==> src/rtl/pcsock_pkg.sv <==
package pcsock_pkg;

  localparam int DATA_W    = 8;
  localparam int GCTL_W    = 6;
  localparam int NUM_FLAGS = 6;

  // Register byte offsets
  localparam int OFS_STAT = 'h0;
  localparam int OFS_GCTL = 'h2;
  localparam int OFS_CHG  = 'h4;
  localparam int OFS_IEN  = 'h6;
  localparam int OFS_SCTL = 'h8;

  // Change flag positions (shared with the enable register)
  localparam int F_CD    = 0;
  localparam int F_RDY   = 1;
  localparam int F_BWARN = 2;
  localparam int F_BDEAD = 3;
  localparam int F_STS   = 4;
  localparam int F_IREQ  = 5;

  // Card interrupt enable field
  localparam int          IEN_IRQ_LSB = 5;
  localparam logic [1:0]  IREQ_LEVEL  = 2'b01;

  // Watched pin vector given to the control path
  localparam int W_CD    = 0;
  localparam int W_BVD   = 2;
  localparam int W_RDY   = 4;
  localparam int W_STS   = 5;
  localparam int W_IRQ   = 6;
  localparam int WATCH_W = 7;

  // Battery and supply decode codes
  localparam logic [1:0] BAT_GOOD = 2'd0;
  localparam logic [1:0] BAT_WARN = 2'd1;
  localparam logic [1:0] BAT_DEAD = 2'd2;
  localparam logic [1:0] VC_3V3   = 2'd1;
  localparam logic [1:0] VC_5V    = 2'd2;
  localparam logic [1:0] VC_UNSUP = 2'd3;

  typedef enum logic [2:0] {
    RD_NONE, RD_STAT, RD_GCTL, RD_CHG, RD_IEN, RD_SCTL
  } rdSel_e;

  typedef struct packed {
    logic                 wrGctl;
    logic                 wrChg;
    logic                 wrIen;
    logic                 wrSctl;
    logic [NUM_FLAGS-1:0] evt;
    rdSel_e               rdSel;
  } ctlStrobes_t;

  function automatic logic [1:0] batteryCode(input logic [1:0] bvd);
    case (bvd)
      2'b11:   return BAT_GOOD;
      2'b01:   return BAT_WARN;
      default: return BAT_DEAD;
    endcase
  endfunction

  // vs[0] is the first select pin, vs[1] the second
  function automatic logic [1:0] voltClass(input logic [1:0] vs);
    case (vs)
      2'b01:   return VC_UNSUP;
      2'b11:   return VC_5V;
      default: return VC_3V3;
    endcase
  endfunction

endpackage

==> src/rtl/pcsock_sync.sv <==
module pcsock_sync #(
  parameter int W      = 1,
  parameter int STAGES = 2
) (
  input  logic         clk,
  input  logic         rstN,
  input  logic [W-1:0] d,
  output logic [W-1:0] q
);

  logic [STAGES-1:0][W-1:0] stg;

  always_ff @(posedge clk or negedge rstN) begin
    if (!rstN) begin
      stg <= '0;
    end else begin
      stg[0] <= d;
      for (int i = 1; i < STAGES; i++) begin
        stg[i] <= stg[i-1];
      end
    end
  end

  assign q = stg[STAGES-1];

endmodule

==> src/rtl/pcsock_ctrl.sv <==
module pcsock_ctrl
  import pcsock_pkg::*;
#(
  parameter int ADDR_W      = 4,
  parameter int SYNC_STAGES = 2
) (
  input  logic               clk,
  input  logic               rstN,
  input  logic [ADDR_W-1:0]  regAddr,
  input  logic               regWrEn,
  input  logic [WATCH_W-1:0] watchNow,
  output ctlStrobes_t        strb
);

  // The arming chain fills one stage per clock; edges count only once the
  // synchronizer and the previous-value register both hold real pin samples.
  localparam int PRIME_W = SYNC_STAGES + 1;

  logic [PRIME_W-1:0] primeSr;
  logic [WATCH_W-1:0] watchPrev;
  logic               armed;
  logic [1:0]         batNow, batPrev;
  logic [NUM_FLAGS-1:0] evtRaw;

  always_ff @(posedge clk or negedge rstN) begin
    if (!rstN) begin
      primeSr   <= '0;
      watchPrev <= '0;
    end else begin
      primeSr   <= {primeSr[PRIME_W-2:0], 1'b1};
      watchPrev <= watchNow;
    end
  end

  assign armed   = primeSr[PRIME_W-1];
  assign batNow  = batteryCode(watchNow[W_BVD +: 2]);
  assign batPrev = batteryCode(watchPrev[W_BVD +: 2]);

  always_comb begin
    evtRaw          = '0;
    evtRaw[F_CD]    = watchNow[W_CD +: 2] != watchPrev[W_CD +: 2];
    evtRaw[F_RDY]   = watchNow[W_RDY] ^ watchPrev[W_RDY];
    evtRaw[F_BWARN] = (batNow == BAT_WARN) != (batPrev == BAT_WARN);
    evtRaw[F_BDEAD] = (batNow == BAT_DEAD) != (batPrev == BAT_DEAD);
    evtRaw[F_STS]   = watchNow[W_STS] ^ watchPrev[W_STS];
    evtRaw[F_IREQ]  = watchNow[W_IRQ] & ~watchPrev[W_IRQ];
  end

  always_comb begin
    strb        = '0;
    strb.evt    = armed ? evtRaw : '0;
    strb.rdSel  = RD_NONE;
    case (regAddr)
      ADDR_W'(OFS_STAT): strb.rdSel = RD_STAT;
      ADDR_W'(OFS_GCTL): begin strb.rdSel = RD_GCTL; strb.wrGctl = regWrEn; end
      ADDR_W'(OFS_CHG):  begin strb.rdSel = RD_CHG;  strb.wrChg  = regWrEn; end
      ADDR_W'(OFS_IEN):  begin strb.rdSel = RD_IEN;  strb.wrIen  = regWrEn; end
      ADDR_W'(OFS_SCTL): begin strb.rdSel = RD_SCTL; strb.wrSctl = regWrEn; end
      default:           strb.rdSel = RD_NONE;
    endcase
  end

endmodule

==> src/rtl/pcsock_datapath.sv <==
module pcsock_datapath
  import pcsock_pkg::*;
(
  input  logic                 clk,
  input  logic                 rstN,
  input  ctlStrobes_t          strb,
  input  logic [DATA_W-1:0]    wrData,
  input  logic [1:0]           cdN,
  input  logic [1:0]           bvd,
  input  logic                 rdy,
  input  logic                 wp,
  input  logic [1:0]           vs,
  input  logic                 ireq,
  output logic [DATA_W-1:0]    rdData,
  output logic                 irqOut,
  output logic [GCTL_W-1:0]    gctlReg,
  output logic [DATA_W-1:0]    sctlReg,
  output logic [NUM_FLAGS-1:0] chgFlags,
  output logic [DATA_W-1:0]    ienReg,
  output logic [DATA_W-1:0]    statusByte
);

  logic [NUM_FLAGS-1:0] srcEn;
  logic                 irqNext;

  // Decoded status; all fields forced to zero without a seated card
  always_comb begin
    statusByte = '0;
    if (cdN == 2'b00) begin
      statusByte[0]   = 1'b1;
      statusByte[2:1] = batteryCode(bvd);
      statusByte[3]   = rdy;
      statusByte[4]   = wp;
      statusByte[6:5] = voltClass(vs);
      statusByte[7]   = ireq;
    end
  end

  // Sticky flags: hardware set outranks write-back clear
  always_ff @(posedge clk or negedge rstN) begin
    if (!rstN) begin
      chgFlags <= '0;
    end else begin
      for (int i = 0; i < NUM_FLAGS; i++) begin
        if (strb.evt[i]) begin
          chgFlags[i] <= 1'b1;
        end else if (strb.wrChg && !wrData[i]) begin
          chgFlags[i] <= 1'b0;
        end
      end
    end
  end

  always_ff @(posedge clk or negedge rstN) begin
    if (!rstN) begin
      gctlReg <= '0;
      ienReg  <= '0;
      sctlReg <= '0;
    end else begin
      if (strb.wrGctl) gctlReg <= wrData[GCTL_W-1:0];
      if (strb.wrIen)  ienReg  <= wrData;
      if (strb.wrSctl) sctlReg <= wrData;
    end
  end

  // Per-source enables: single bits for the status sources, a coded field
  // for the card interrupt request
  genvar g;
  generate
    for (g = 0; g < NUM_FLAGS; g++) begin : g_src
      if (g == F_IREQ) begin : g_field
        assign srcEn[g] = ienReg[IEN_IRQ_LSB +: 2] == IREQ_LEVEL;
      end else begin : g_bit
        assign srcEn[g] = ienReg[g];
      end
    end
  endgenerate

  assign irqNext = |(chgFlags & srcEn);

  always_ff @(posedge clk or negedge rstN) begin
    if (!rstN) irqOut <= 1'b0;
    else       irqOut <= irqNext;
  end

  always_comb begin
    case (strb.rdSel)
      RD_STAT: rdData = statusByte;
      RD_GCTL: rdData = DATA_W'(gctlReg);
      RD_CHG:  rdData = DATA_W'(chgFlags);
      RD_IEN:  rdData = ienReg;
      RD_SCTL: rdData = sctlReg;
      default: rdData = '0;
    endcase
  end

endmodule

==> src/rtl/pcsock_status_ctl.sv <==
module pcsock_status_ctl
  import pcsock_pkg::*;
#(
  parameter int ADDR_W      = 4,
  parameter int SYNC_STAGES = 2
) (
  input  logic              clk,
  input  logic              rstN,
  input  logic [ADDR_W-1:0] regAddr,
  input  logic              regWrEn,
  input  logic [7:0]        regWrData,
  output logic [7:0]        regRdData,
  input  logic [1:0]        cardDetN,
  input  logic [1:0]        batDet,
  input  logic              cardReady,
  input  logic              writeProt,
  input  logic [1:0]        voltSel,
  input  logic              statusChg,
  input  logic              cardIreq,
  output logic              irqOut,
  output logic              cardReset,
  output logic              ioCardMode,
  output logic              cardDrvEn,
  output logic              map16Mode,
  output logic [1:0]        winHiAddr,
  output logic [7:0]        sockCtl
);

  localparam int PIN_W = 11;

  logic [PIN_W-1:0]     pinRaw, pinSync;
  logic [WATCH_W-1:0]   watchNow;
  ctlStrobes_t          strb;
  logic [GCTL_W-1:0]    gctlReg;
  logic [NUM_FLAGS-1:0] chgFlags;
  logic [DATA_W-1:0]    ienReg;
  logic [DATA_W-1:0]    statusByte;

  assign pinRaw = {cardIreq, statusChg, voltSel, writeProt, cardReady, batDet, cardDetN};

  pcsock_sync #(.W(PIN_W), .STAGES(SYNC_STAGES)) uSync (
    .clk(clk), .rstN(rstN), .d(pinRaw), .q(pinSync)
  );

  // sync layout: [1:0] cd, [3:2] bvd, [4] rdy, [5] wp, [7:6] vs, [8] sts, [9] irq
  assign watchNow = {pinSync[9], pinSync[8], pinSync[4], pinSync[3:2], pinSync[1:0]};

  pcsock_ctrl #(.ADDR_W(ADDR_W), .SYNC_STAGES(SYNC_STAGES)) uCtrl (
    .clk(clk), .rstN(rstN), .regAddr(regAddr), .regWrEn(regWrEn),
    .watchNow(watchNow), .strb(strb)
  );

  pcsock_datapath uDp (
    .clk(clk), .rstN(rstN), .strb(strb), .wrData(regWrData),
    .cdN(pinSync[1:0]), .bvd(pinSync[3:2]), .rdy(pinSync[4]), .wp(pinSync[5]),
    .vs(pinSync[7:6]), .ireq(pinSync[9]),
    .rdData(regRdData), .irqOut(irqOut), .gctlReg(gctlReg), .sctlReg(sockCtl),
    .chgFlags(chgFlags), .ienReg(ienReg), .statusByte(statusByte)
  );

  assign cardReset  = gctlReg[0];
  assign ioCardMode = gctlReg[1];
  assign cardDrvEn  = gctlReg[2];
  assign map16Mode  = gctlReg[3];
  assign winHiAddr  = gctlReg[5:4];

endmodule

==> config.mk <==
export PLATFORM = sky130hd
export DESIGN_NAME = pcsock_status_ctl
export DESIGN_NICKNAME = d
export VERILOG_FILES = /design/src/rtl/pcsock_pkg.sv /design/src/rtl/pcsock_sync.sv /design/src/rtl/pcsock_ctrl.sv /design/src/rtl/pcsock_datapath.sv /design/src/rtl/pcsock_status_ctl.sv
export SDC_FILE = /design/constraint.sdc
export NUM_CORES = 1
export LEC_CHECK = 0
export ABC_AREA = 1
export ABC_CLOCK_PERIOD_IN_PS = 1600
export BUFFER_PORTS_ARGS = -buffer_cell sky130_fd_sc_hd__buf_4
export CORE_MARGIN = 10
export CORE_UTILIZATION = 58
export CTS_CLUSTER_DIAMETER = 100
export DETAILED_ROUTE_END_ITERATION = 8
export GPL_TIMING_DRIVEN = 0
export PLACE_DENSITY = 0.83
export SLEW_MARGIN = 20
export SYNTH_ARGS = -nofsm -noshare
export SYNTH_HDL_FRONTEND = slang
export SYNTH_SLANG_ARGS = --single-unit
export TNS_END_PERCENT = 30
==> constraint.sdc <==
create_clock -name clk -period 1.6 [get_ports clk]
set_clock_uncertainty 0.1 [all_clocks]
set_input_delay 0.16 -clock clk [delete_from_list [all_inputs] [get_ports clk]]
set_output_delay 0.16 -clock clk [all_outputs]
set_load 0.03 [all_outputs]
After elaboration in Yosys (flattened, before gate mapping)
Index checks and enable logic that the tools add are counted.
W data, S select, Z words.

operators by class
  reduce and logical (&&, ||, !) cells = 21
  bitwise operators = 5
  multiplexer cells = 23
  equal/unequal tests = 23

operator list
  cell                  count
  $pmux W8 S5           1
  $mux W1               16
  $pmux W3 S5           1
  $eq A2 B1 Y1 const B  6
  $pmux W2 S2           3
  $reduce_bool A2 Y1    6
  $eq A2 B2 Y1 const B  5
  $eq A4 B3 Y1 const B  2
  $mux W8               1
  $and A6 B6 Y6         1
  $eq A3 B2 Y1 const B  2
  $eq A3 B3 Y1 const B  2
  $logic_and A1 B1 Y1   6
  $logic_not A1 Y1      6
  $mux W6               1
  $reduce_or A6 Y1      1
  $eq A4 B2 Y1 const B  1
  $eq A4 B4 Y1 const B  1
  $logic_not A4 Y1      1
  $eq A3 B1 Y1 const B  1
  $logic_not A2 Y1      1
  $ne A1 B1 Y1          2
  $ne A2 B2 Y1          1
  $xor A1 B1 Y1         2
  2 further kinds       2

word-level totals
  logic and storage cells = 86
  register bits after elaboration = 59
  output and inout port bits = 23
  input port bits = 25

Longest topological paths before layout
Gate-level depths: netlist (run 1).

  depth in word-level cells = 6
  gate-level depth with buffers = 7
  depth with buffers taken out = 6

Hierarchy
Synthesis (run 1) repeated with hierarchy kept, for this count alone.

second synthesis, totals
  cells, all modules = 288
  area, all modules = 2671.3 µm²

by module, submodules not included
  module             seq. area each (µm²)  cells each  area each (µm²)  times used
  pcsock_datapath    725.7                 198         1586.5           1
  pcsock_sync        550.5                 33          633.1            1
  pcsock_ctrl        250.2                 56          447.9            1
  pcsock_status_ctl  0.0                   1           3.8              1

Worst setup path before layout (run 1)
OpenSTA, ideal clock, no wires.

  kind = register -> output
  start = reg uSync.stg (netlist bit uSync.q[1])
  end = out regRdData[6]
  required time = 1.340 ns
  buffers on the path = 0
  setup slack = 0.369 ns
  cell stages (with the launch flop) = 6
  arrival = 0.971 ns
  cell sequence = dfrtp_1 > nor2_1 > nand3_1 > inv_2 > nand2_1 > nand3_1

on the way
  cells in the longest elaborated chain, start to end = 3

RTL lines
  what                              line                     RTL
  start: declaration                pcsock_sync.sv:11        logic [STAGES-1:0][W-1:0] stg;
  start signal: indexed assignment  pcsock_sync.sv:19        stg[i] <= stg[i-1];
  $logic_not A2 Y1                  pcsock_datapath.sv:29    if (cdN == 2'b00) begin
  $mux W8                           pcsock_datapath.sv:29
  $pmux W8 S5                       pcsock_datapath.sv:87    case (strb.rdSel)
  end: declaration                  pcsock_status_ctl.sv:12  output logic [7:0] regRdData,

No other way between the ends.

Final worst setup path (run 1)
Ends and elaborated chain as after synthesis.

==> results of run 1 <==
==> worst register-to-register path, delay by kind of cell (launching register included) <==
family	cells	cell delay (ns)
flops	1	0.39
simple gates	4	0.39
buf+inv	1	0.11
==> metrics by stage <==
stage	area (um^2)	instances	TNS (ns)	util [%]	worst slack, ns
after floorplan	2430	254	0	-	0.369
after global placement	2850	351	0	70.7	0.157
after detailed placement	2850	351	0	70.7	0.125
after CTS	3320	388	-0.358	82.3	-0.0676
after global routing	3350	388	-0.915	83.0	-0.134
final	3350	388	-0.203	83.0	-0.0528
==> registers in the layout, summed over array words and instances, names as in the netlist <==
name	count
uCtrl.primeSr	3
uCtrl.watchPrev	7
uDp.chgFlags	6
uDp.gctlReg	6
uDp.ienReg	8
uDp.irqOut	1
uDp.sctlReg	8
uSync.q	10
uSync.stg	10
==> path summary, 6_finish.rpt <==
kind | startpoint | end | cells past startpoint | slack, ns
max | uSync.q[1]$_DFF_PN0_ | regRdData[6] | 6 | -0.05
min | regWrEn | uDp.chgFlags[1]$_DFFE_PN0P_ | 4 | 0.16
max reg2reg | uSync.q[2]$_DFF_PN0_ | uDp.chgFlags[2]$_DFFE_PN0P_ | 5 | 0.49
min reg2reg | uCtrl.primeSr[0]$_DFF_PN0_ | uCtrl.primeSr[1]$_DFF_PN0_ | 0 | 0.24
max in group asynchronous | rstN | uSync.q[0]$_DFF_PN0_ | 2 | 0.59
min in group asynchronous | rstN | uDp.sctlReg[6]$_DFFE_PN0P_ | 2 | 0.34
==> synth_stat cells, drive strengths merged <==
| cell | count | area share (%) |
|---|---|---|
| nand3b | 1 | 0.31 |
| o22ai | 1 | 0.26 |
| a21oi | 1 | 0.21 |
| clkbuf | 1 | 0.15 |
| or2 | 2 | 0.51 |
| o21ai | 30 | 6.2 |
| conb | 1 | 0.15 |
| nand4 | 1 | 0.26 |
| buf | 4 | 1.3 |
| nor2 | 18 | 6.3 |
| nand3 | 31 | 6.6 |
| dfrtp | 59 | 61 |
| nand2 | 89 | 14 |
| xor2 | 2 | 0.72 |
| inv | 13 | 2.0 |
==> repair_timing <==
item,CTS,global route
gates resized for setup,13,10
endpoints found under the setup margin,8,8
setup buffers,2,0
gates cloned,0,0
endpoints found under the hold margin,93,0
pin swaps,3,2
hold buffers,19,0
==> area by class of cell <==
class,count,area (um^2)
multi-input combinational,177,912
tap,50,62.6
clock buffer,9,124
fill,247,683
buffer,5,36.3
sequential,59,1480
clock inverter,7,92.6
inverter,13,53.8
timing repair buffer,68,588
==> power by group <==
group	switching, mW	internal (mW)
clock	0.603	0.870
sequential	0.118	1.66
combinational	0.459	0.288
==> routing by layer <==
metal  vias up  share of wire (%)  track usage [%]  routed length (um)
li1        981                  -                -                   -
met1       965                 42             21.6                2580
met2        79                 50             29.7                3100
met3        14                6.4             4.44                 398
met4         0                1.9             8.98                 115
met5         -                  0                0                   0
==> cell families after synthesis <==
kind of cell	share of synthesized area, %
AND/OR/NAND/NOR	28.3
flip-flops	60.7
AO/OA/AOI/OAI	6.63
buffers and inverters	3.50
XOR/XNOR	0.720
other	0.154
==> cells in the final DEF, fill, tap and decap left out, drive strengths merged <==
cell type     n
clkbuf       10
conb          1
nor2         18
clkinvlp      3
dfrtp        59
nand3b        1
xor2          2
clkinv        3
o21ai        30
o22ai         1
nand2        89
or2           2
dlygate4sd3  19
nand4         1
buf          53
bufinv        2
a21oi         1
nand3        31
inv          12
==> impl_metrics.yaml, run 1 <==
layout:
  diodes: 0
  syn2layout_area_growth_pct: 37.5
  drive_gt1_share_pct: 29.0
  finish.net_count: 358
synthesis:
  syn_area_um2: 2430
  synth_fp_nets: 279
  synth_seq_cells: 59
  synth_warnings: 0
  synth_seq_area_share_pct: 60.7
  synth_area_per_cell_um2: 9.58
  syn_inst: 254
  ys_types: 22
cts:
  root_buffer: "clkbuf_8"
  cts.reportedPaths.clkPinSlew_ns: 0.07
  cts.path.max_buffers: 2
  cts-htree-levels: 3
  insertion_delay_ns: 0.33
  cts_buffers: 9
  cts_tree: "yes"
  cts_sinks: 59
global_routing:
  grtUsageTotal_pct: 18.1
  grt_pass1_vias: 2151
  grt_first_pass_wirelength_um: 10500
  grt_max_degree: 60
  antenna_found_initial: 0
  gr-total-overflow: 0
sta:
  timing.hold.ws_ns: 0.155
  min_period_ns: 1.65
  worst_pin_slew_ns: 0.716
  slew_headroom_pct: 52.2
  slew_violations: 0
  fin_crit_sh_pct: 103
  rsz0062_at_grt: "yes"
  final-setup-viol-count: 7
  timing.fmax_ghz: 0.605
  hold_viol: 0
  setup_ws_ns: -0.0528
floorplanning:
  die-height_um: 84.8
  rows: 23
  dieArea_um2: 7190
  die_x_um: 84.8
  num_io_pins: 48
  core_um2: 4030
  start_util_pct: 60.4
critical_path:
  critical-path-top-delay-family: "simple AND/OR/NAND/NOR gates"
  cp_cell_sequence: "nor2_2 -> nand3_2 -> clkinv_4 -> nand2_1 -> nand3_2 -> buf_6"
  end_kind: "output port"
  worst-path-buf-inv: 2
  critPathRequiredTime_ns: 1.34
  cpMaxStageDelayCell: "dfrtp_1"
  path_common_cell: "nand3_2"
  worstSetupPathType: "register to output port"
  crit_fanout: 7
  setup.worst_path.start_class: "register"
  cp_slowest_stage_delay_ns: 0.39
  arrival_ns: 1.39
status:
  status: "finished with violations"
  violations: "negative setup slack"
flow_run:
  maxCapViolations: 0
route:
  routed_via_density: 5.26
  post_drt_wl_per_cell_um: 16.0
  first_pass_iters: 6
  route.detailed.drc: 0
  drtIter0Drc: 245
  antenna_left: 0
  totalWireLength_um: 6190
  vias: 2039
pwr:
  p_leak_nw: 1.68
  p_per_area_nw_per_um2: 1190
  total_power_mw: 4.00
  peakVddDrop_uv: 1330
placed_design:
  gp_congestion: 0.869
  port_buffers: 47
  hpwl_um: 4220
min_path:
  hp-class: "input port to register"
Power figures use the tool's default switching activity.
==> run 2: changes to the inputs <==
Settings changed: CORE_ASPECT_RATIO set to 2.
==> run 2 against run 1 <==
  * The run still ends with negative setup slack left
  * Critical endpoint is now regRdData[1]
  * Core utilization is 0.98 points lower
  * Routed wire length is 2.0% higher
  * Register-to-register slack worse by 0.04 ns
  * Largest power group unchanged
  * Worst hold slack better by 0.0017 ns
  * Clock-buffer cell count is 1 higher
  * Sequential share of layout area is 0.12 points lower
  * Cell area is 0.26% higher
==> impl_metrics.yaml, run 2 (synthesis results as in run 1) <==
route:
  post_drt_wl_per_cell_um: 16.2
  route.detailed.drc: 0
  totalWireLength_um: 6320
  routed_via_density: 5.21
  first_pass_iters: 4
  antenna_left: 0
  drtIter0Drc: 118
  vias: 2030
layout:
  finalNonFillerCells: 390
  final_common_cell: "nand2_1"
  final_cell_mix: "nand2_1, dfrtp_1, buf_4, o21ai_0, nand3_1"
  finish.net_count: 358
  diodes: 0
  drive_gt1_share_pct: 29.0
  syn2layout_area_growth_pct: 37.8
  fin_util_pct: 82.1
  fillers: 240
sta:
  fin_crit_sh_pct: 103
  timing.fmax_ghz: 0.608
  min_period_ns: 1.64
  slew_headroom_pct: 51.6
  slew_violations: 0
  final-setup-viol-count: 8
  setup_ws_ns: -0.0440
  rsz0062_at_grt: "yes"
  worst_pin_slew_ns: 0.725
  hold_viol: 0
critical_path:
  end_kind: "output port"
  cp_cell_sequence: "nor2_4 -> nand3_4 -> clkinv_4 -> nand2_1 -> nand2_2 -> buf_6"
  setup.worst_path.start_class: "register"
  cpMaxStageDelayCell: "dfrtp_1"
  worstSetupPathType: "register to output port"
  startpoint: "uSync.q[1]$_DFF_PN0_"
  critPathRequiredTime_ns: 1.34
  arrival_ns: 1.38
  cp_slowest_stage_delay_ns: 0.41
  crit_fanout: 7
  r2r_start: "uSync.q[1]$_DFF_PN0_"
cts:
  cts-htree-levels: 3
  cts.reportedPaths.clkPinSlew_ns: 0.07
  cts_sinks: 59
  cts_buffers: 9
  root_buffer: "clkbuf_8"
  cts_tree: "yes"
  insertion_delay_ns: 0.33
  cts.path.max_buffers: 2
min_path:
  hp-class: "input port to register"
  worstHoldStart: "regWrEn"
placed_design:
  place_inst: 353
  gp_congestion: 0.908
  port_buffers: 47
  hpwl_um: 4450
status:
  violations: "negative setup slack"
  status: "finished with violations"
pwr:
  p_per_area_nw_per_um2: 1170
  total_power_mw: 3.94
  peakVddDrop_uv: 1320
  p_leak_nw: 1.69
global_routing:
  gr-total-overflow: 0
  grt_max_degree: 60
  grt_pass1_vias: 2145
  antenna_found_initial: 0
  grt_first_pass_wirelength_um: 10300
  grtUsageTotal_pct: 18.3
flow_run:
  maxCapViolations: 0
floorplanning:
  die_x_um: 65.8
  dieArea_um2: 7340
  die-height_um: 112
  num_io_pins: 48
  rows: 33
  core_um2: 4090
  start_util_pct: 59.5
-- run 2: timing repair --
action / CTS / global route
pin swaps: 2 / 1
endpoints found under the hold margin: 93 / 0
endpoints found under the setup margin: 8 / 8
resized for setup: 16 / 10
hold buffers: 19 / 0
setup buffers: 2 / 0
-- run 2: through the flow --
step / setup TNS, ns / worst slack [ns] / cell area [um^2] / hold WS, ns
global placement: 0 / 0.123 / 2850 / 0.150
global route: -0.808 / -0.109 / 3350 / 0.191
floorplan: 0 / 0.369 / 2430 / -0.236
CTS: -0.761 / -0.107 / 3320 / 0.136
detailed placement: 0 / 0.108 / 2850 / 0.156
finish: -0.271 / -0.0440 / 3350 / 0.157
-- run 2: power by group --
part	switching [mW]	leakage [nW]	internal [mW]
Clock	0.548	0.110	0.865
Combinational	0.468	0.890	0.289
Sequential	0.111	0.691	1.66
-- run 2: per-layer routing --
layer  share of wire (%)  GRT usage (%)
met1                  33           16.4
met2                  56           32.3
met3                 6.3           6.73
met4                 5.0           12.1
met5                   0              0
-- run 2: final timing paths --
path                       cells after the start                     endpoint  slack, ns
setup / recovery                               6                 regRdData[1]      -0.04
hold / removal                                 4  uDp.chgFlags[3]$_DFFE_PN0P_       0.16
setup reg to reg                               4  uDp.chgFlags[0]$_DFFE_PN0P_       0.45
hold reg to reg                                0         uSync.q[2]$_DFF_PN0_       0.24
max in group asynchronous                      2   uDp.sctlReg[7]$_DFFE_PN0P_       0.60
min in group asynchronous                      2       uSync.stg[0]$_DFF_PN0_       0.32
-- run 2: area by class of cell --
cell class	count	area, um^2	area share [%]
timing repair buffer	68	588	17.5
multi-input combinational	177	927	27.6
clock buffer	10	128	3.80
tap	52	65.1	1.94
buffer	5	36.3	1.08
clock inverter	6	80.1	2.39
sequential	59	1480	44.0
inverter	13	53.8	1.60
-- run 2: worst max-delay path: cells and delay by family (launching register included) --
| family | cells | cell delay, ns |
|---|---|---|
| and+or+nand+nor | 4 | 0.41 |
| DFF | 1 | 0.41 |
| buffers and inverters | 2 | 0.24 |
==> run 3: changes to the inputs <==
Settings changed: BUFFER_PORTS_ARGS -buffer_cell sky130_fd_sc_hd__buf_4 to unset, CORE_UTILIZATION 58 to 65, DONT_BUFFER_PORTS set to 1, PLACE_DENSITY 0.83 to 0.81.
==> run 3 against run 2 <==
  * The run ends with negative hold slack left
  * Global-route usage down 0.14 points
  * Setup slack improved by 0.046 ns
  * Final cell count decreased by 13%
  * Power decreased by 3.1%
  * Combinational power shrank 50%
  * Via count decreased by 6.6%
  * Sequential power grew 11%
  * Sequential share of layout area increased by 4.8 points
  * Non-clock buffer count down 46
  * Critical endpoint unchanged
  * Maximum frequency grew 2.9%
  * Routed wire length is 6.1% lower
  * Flip-flop and latch count did not move
==> impl_metrics.yaml, run 3 (synthesis results as in run 1) <==
status:
  status: "finished with violations"
  violations: "negative hold slack"
critical_path:
  arrival_ns: 1.34
  cp_cell_sequence: "nor2_2 -> nand3_2 -> clkinv_4 -> nand2_2 -> nand2_4"
  end_kind: "output port"
  cpMaxStageDelayCell: "dfrtp_1"
  cp_slowest_stage_delay_ns: 0.39
  setup.worst_path.start_class: "register"
  worstSetupPathType: "register to output port"
  crit_fanout: 7
  critPathRequiredTime_ns: 1.34
sta:
  final-setup-viol-count: 0
  fin_crit_sh_pct: 99.9
  timing.hold.ws_ns: -0.581
  min_period_ns: 1.60
  timing.fmax_ghz: 0.626
  slew_violations: 0
  hold_viol: 59
  rsz0062_at_grt: "yes"
cts:
  cts_hold_buf: 18
  cts.reportedPaths.clkPinSlew_ns: 0.07
  cts.path.max_buffers: 2
  cts_buffers: 9
  cts_sinks: 59
  cts-htree-levels: 3
  insertion_delay_ns: 0.33
  root_buffer: "clkbuf_8"
  cts_tree: "yes"
route:
  routed_via_density: 5.56
  totalWireLength_um: 5930
  drtIter0Drc: 96
  antenna_left: 0
  post_drt_wl_per_cell_um: 17.4
  first_pass_iters: 5
  vias: 1896
  route.detailed.drc: 0
pwr:
  p_per_area_nw_per_um2: 1250
  switching_share_pct: 27.6
  power_frac_seq_pct: 51.3
  pwr-share-clk_pct: 38.9
  p_comb_share_pct: 9.8
  p_sw_mw: 1.05
  peakVddDrop_uv: 1130
  internal_power_mw: 2.76
  p_leak_nw: 1.46
placed_design:
  port_buffers: 0
  gp_congestion: 0.882
  post_dp_cell_area_um2: 2490
  hpwl_um: 3990
global_routing:
  grt_pass1_vias: 1954
  grtUsageTotal_pct: 18.2
  antenna_found_initial: 0
  grt_max_degree: 60
  gr-total-overflow: 0
  grt_first_pass_wirelength_um: 9540
floorplanning:
  start_util_pct: 67.5
  core_um2: 3610
  rows: 31
  dieArea_um2: 6740
  die-height_um: 107
  num_io_pins: 48
  die_x_um: 63.3
layout:
  final_area_um2: 3060
  fillers: 188
  drive_gt1_share_pct: 25.3
  final_cell_mix: "nand2_1, dfrtp_1, o21ai_0, nand3_1, dlygate4sd3_1"
  fin_util_pct: 84.7
  syn2layout_area_growth_pct: 25.6
  final_common_cell: "nand2_1"
  diodes: 0
  finish.net_count: 312
flow_run:
  maxCapViolations: 0
min_path:
  hp-class: "input port to asynchronous set/reset pin"
run 3: per-stage QoR:
| stage | setup slack, ns | instances | setup TNS, ns | power, mW |
|---|---|---|---|---|
| floorplan | 0.369 | 254 | 0 | 2.16 |
| global placement | 0.158 | 303 | 0 | 2.24 |
| detailed placement | 0.155 | 303 | 0 | 2.26 |
| CTS | -0.0234 | 339 | -0.120 | 3.82 |
| global route | -0.0445 | 341 | -0.185 | 3.97 |
| finish | 0.00213 | 341 | 0 | 3.82 |
run 3: timing repair:
item,in CTS,in global routing
buffers inserted,2,2
gates resized for setup,27,16
pin swaps,4,7
hold endpoints to repair,97,59
endpoints found under the setup margin,8,8
run 3: routing by layer:
| metal | track usage (%) | part of all wire [%] | vias to the layer above |
|---|---|---|---|
| met1 | 16.9 | 32 | 883 |
| met2 | 31.3 | 53 | 94 |
| li1 | - | - | 884 |
| met3 | 5.57 | 6.9 | 35 |
| met5 | 0 | 0 | - |
| met4 | 15.6 | 8.0 | 0 |
run 3: critical path: cells and delay by family (launching register included):
family	cells	cell delay (ns)
DFF	1	0.39
buffers and inverters	1	0.13
and+or+nand+nor	4	0.50
run 3: worst paths after layout:
| path | from | endpoint | slack (ns) | depth (start not counted) |
|---|---|---|---|---|
| setup / recovery | uSync.q[1]$_DFF_PN0_ | regRdData[1] | 0.002 | 5 |
| hold / removal | rstN | uDp.gctlReg[0]$_DFFE_PN0P_ | -0.58 | 0 |
| setup reg to reg | uSync.q[1]$_DFF_PN0_ | uDp.chgFlags[0]$_DFFE_PN0P_ | 0.37 | 5 |
| hold reg to reg | uSync.stg[6]$_DFF_PN0_ | uSync.q[6]$_DFF_PN0_ | 0.25 | 0 |
| max in group asynchronous | rstN | uDp.sctlReg[1]$_DFFE_PN0P_ | 1.86 | 0 |
| min in group clk | regWrEn | uDp.chgFlags[1]$_DFFE_PN0P_ | 0.04 | 3 |
run 3: layout make-up:
| cell class | instances | area [um^2] | share of cell area, % |
|---|---|---|---|
| Sequential cell | 59 | 1490 | 48.8 |
| Multi-Input combinational cell | 177 | 977 | 32.0 |
| Timing Repair Buffer | 22 | 210 | 6.88 |
| Clock buffer | 11 | 151 | 4.95 |
| Clock inverter | 5 | 75.1 | 2.46 |
| Tap cell | 49 | 61.3 | 2.01 |
| Inverter | 13 | 53.8 | 1.76 |
| Buffer | 5 | 36.3 | 1.19 |
run 3: power groups by stage:
stage / sequential, mW / combinational, mW / clock [mW]
floorplan: 1.93 / 0.232 / 0
global placement: 1.96 / 0.277 / 0
detailed placement: 1.97 / 0.287 / 0
CTS: 1.95 / 0.362 / 1.51
global route: 1.98 / 0.415 / 1.57
finish: 1.96 / 0.375 / 1.48
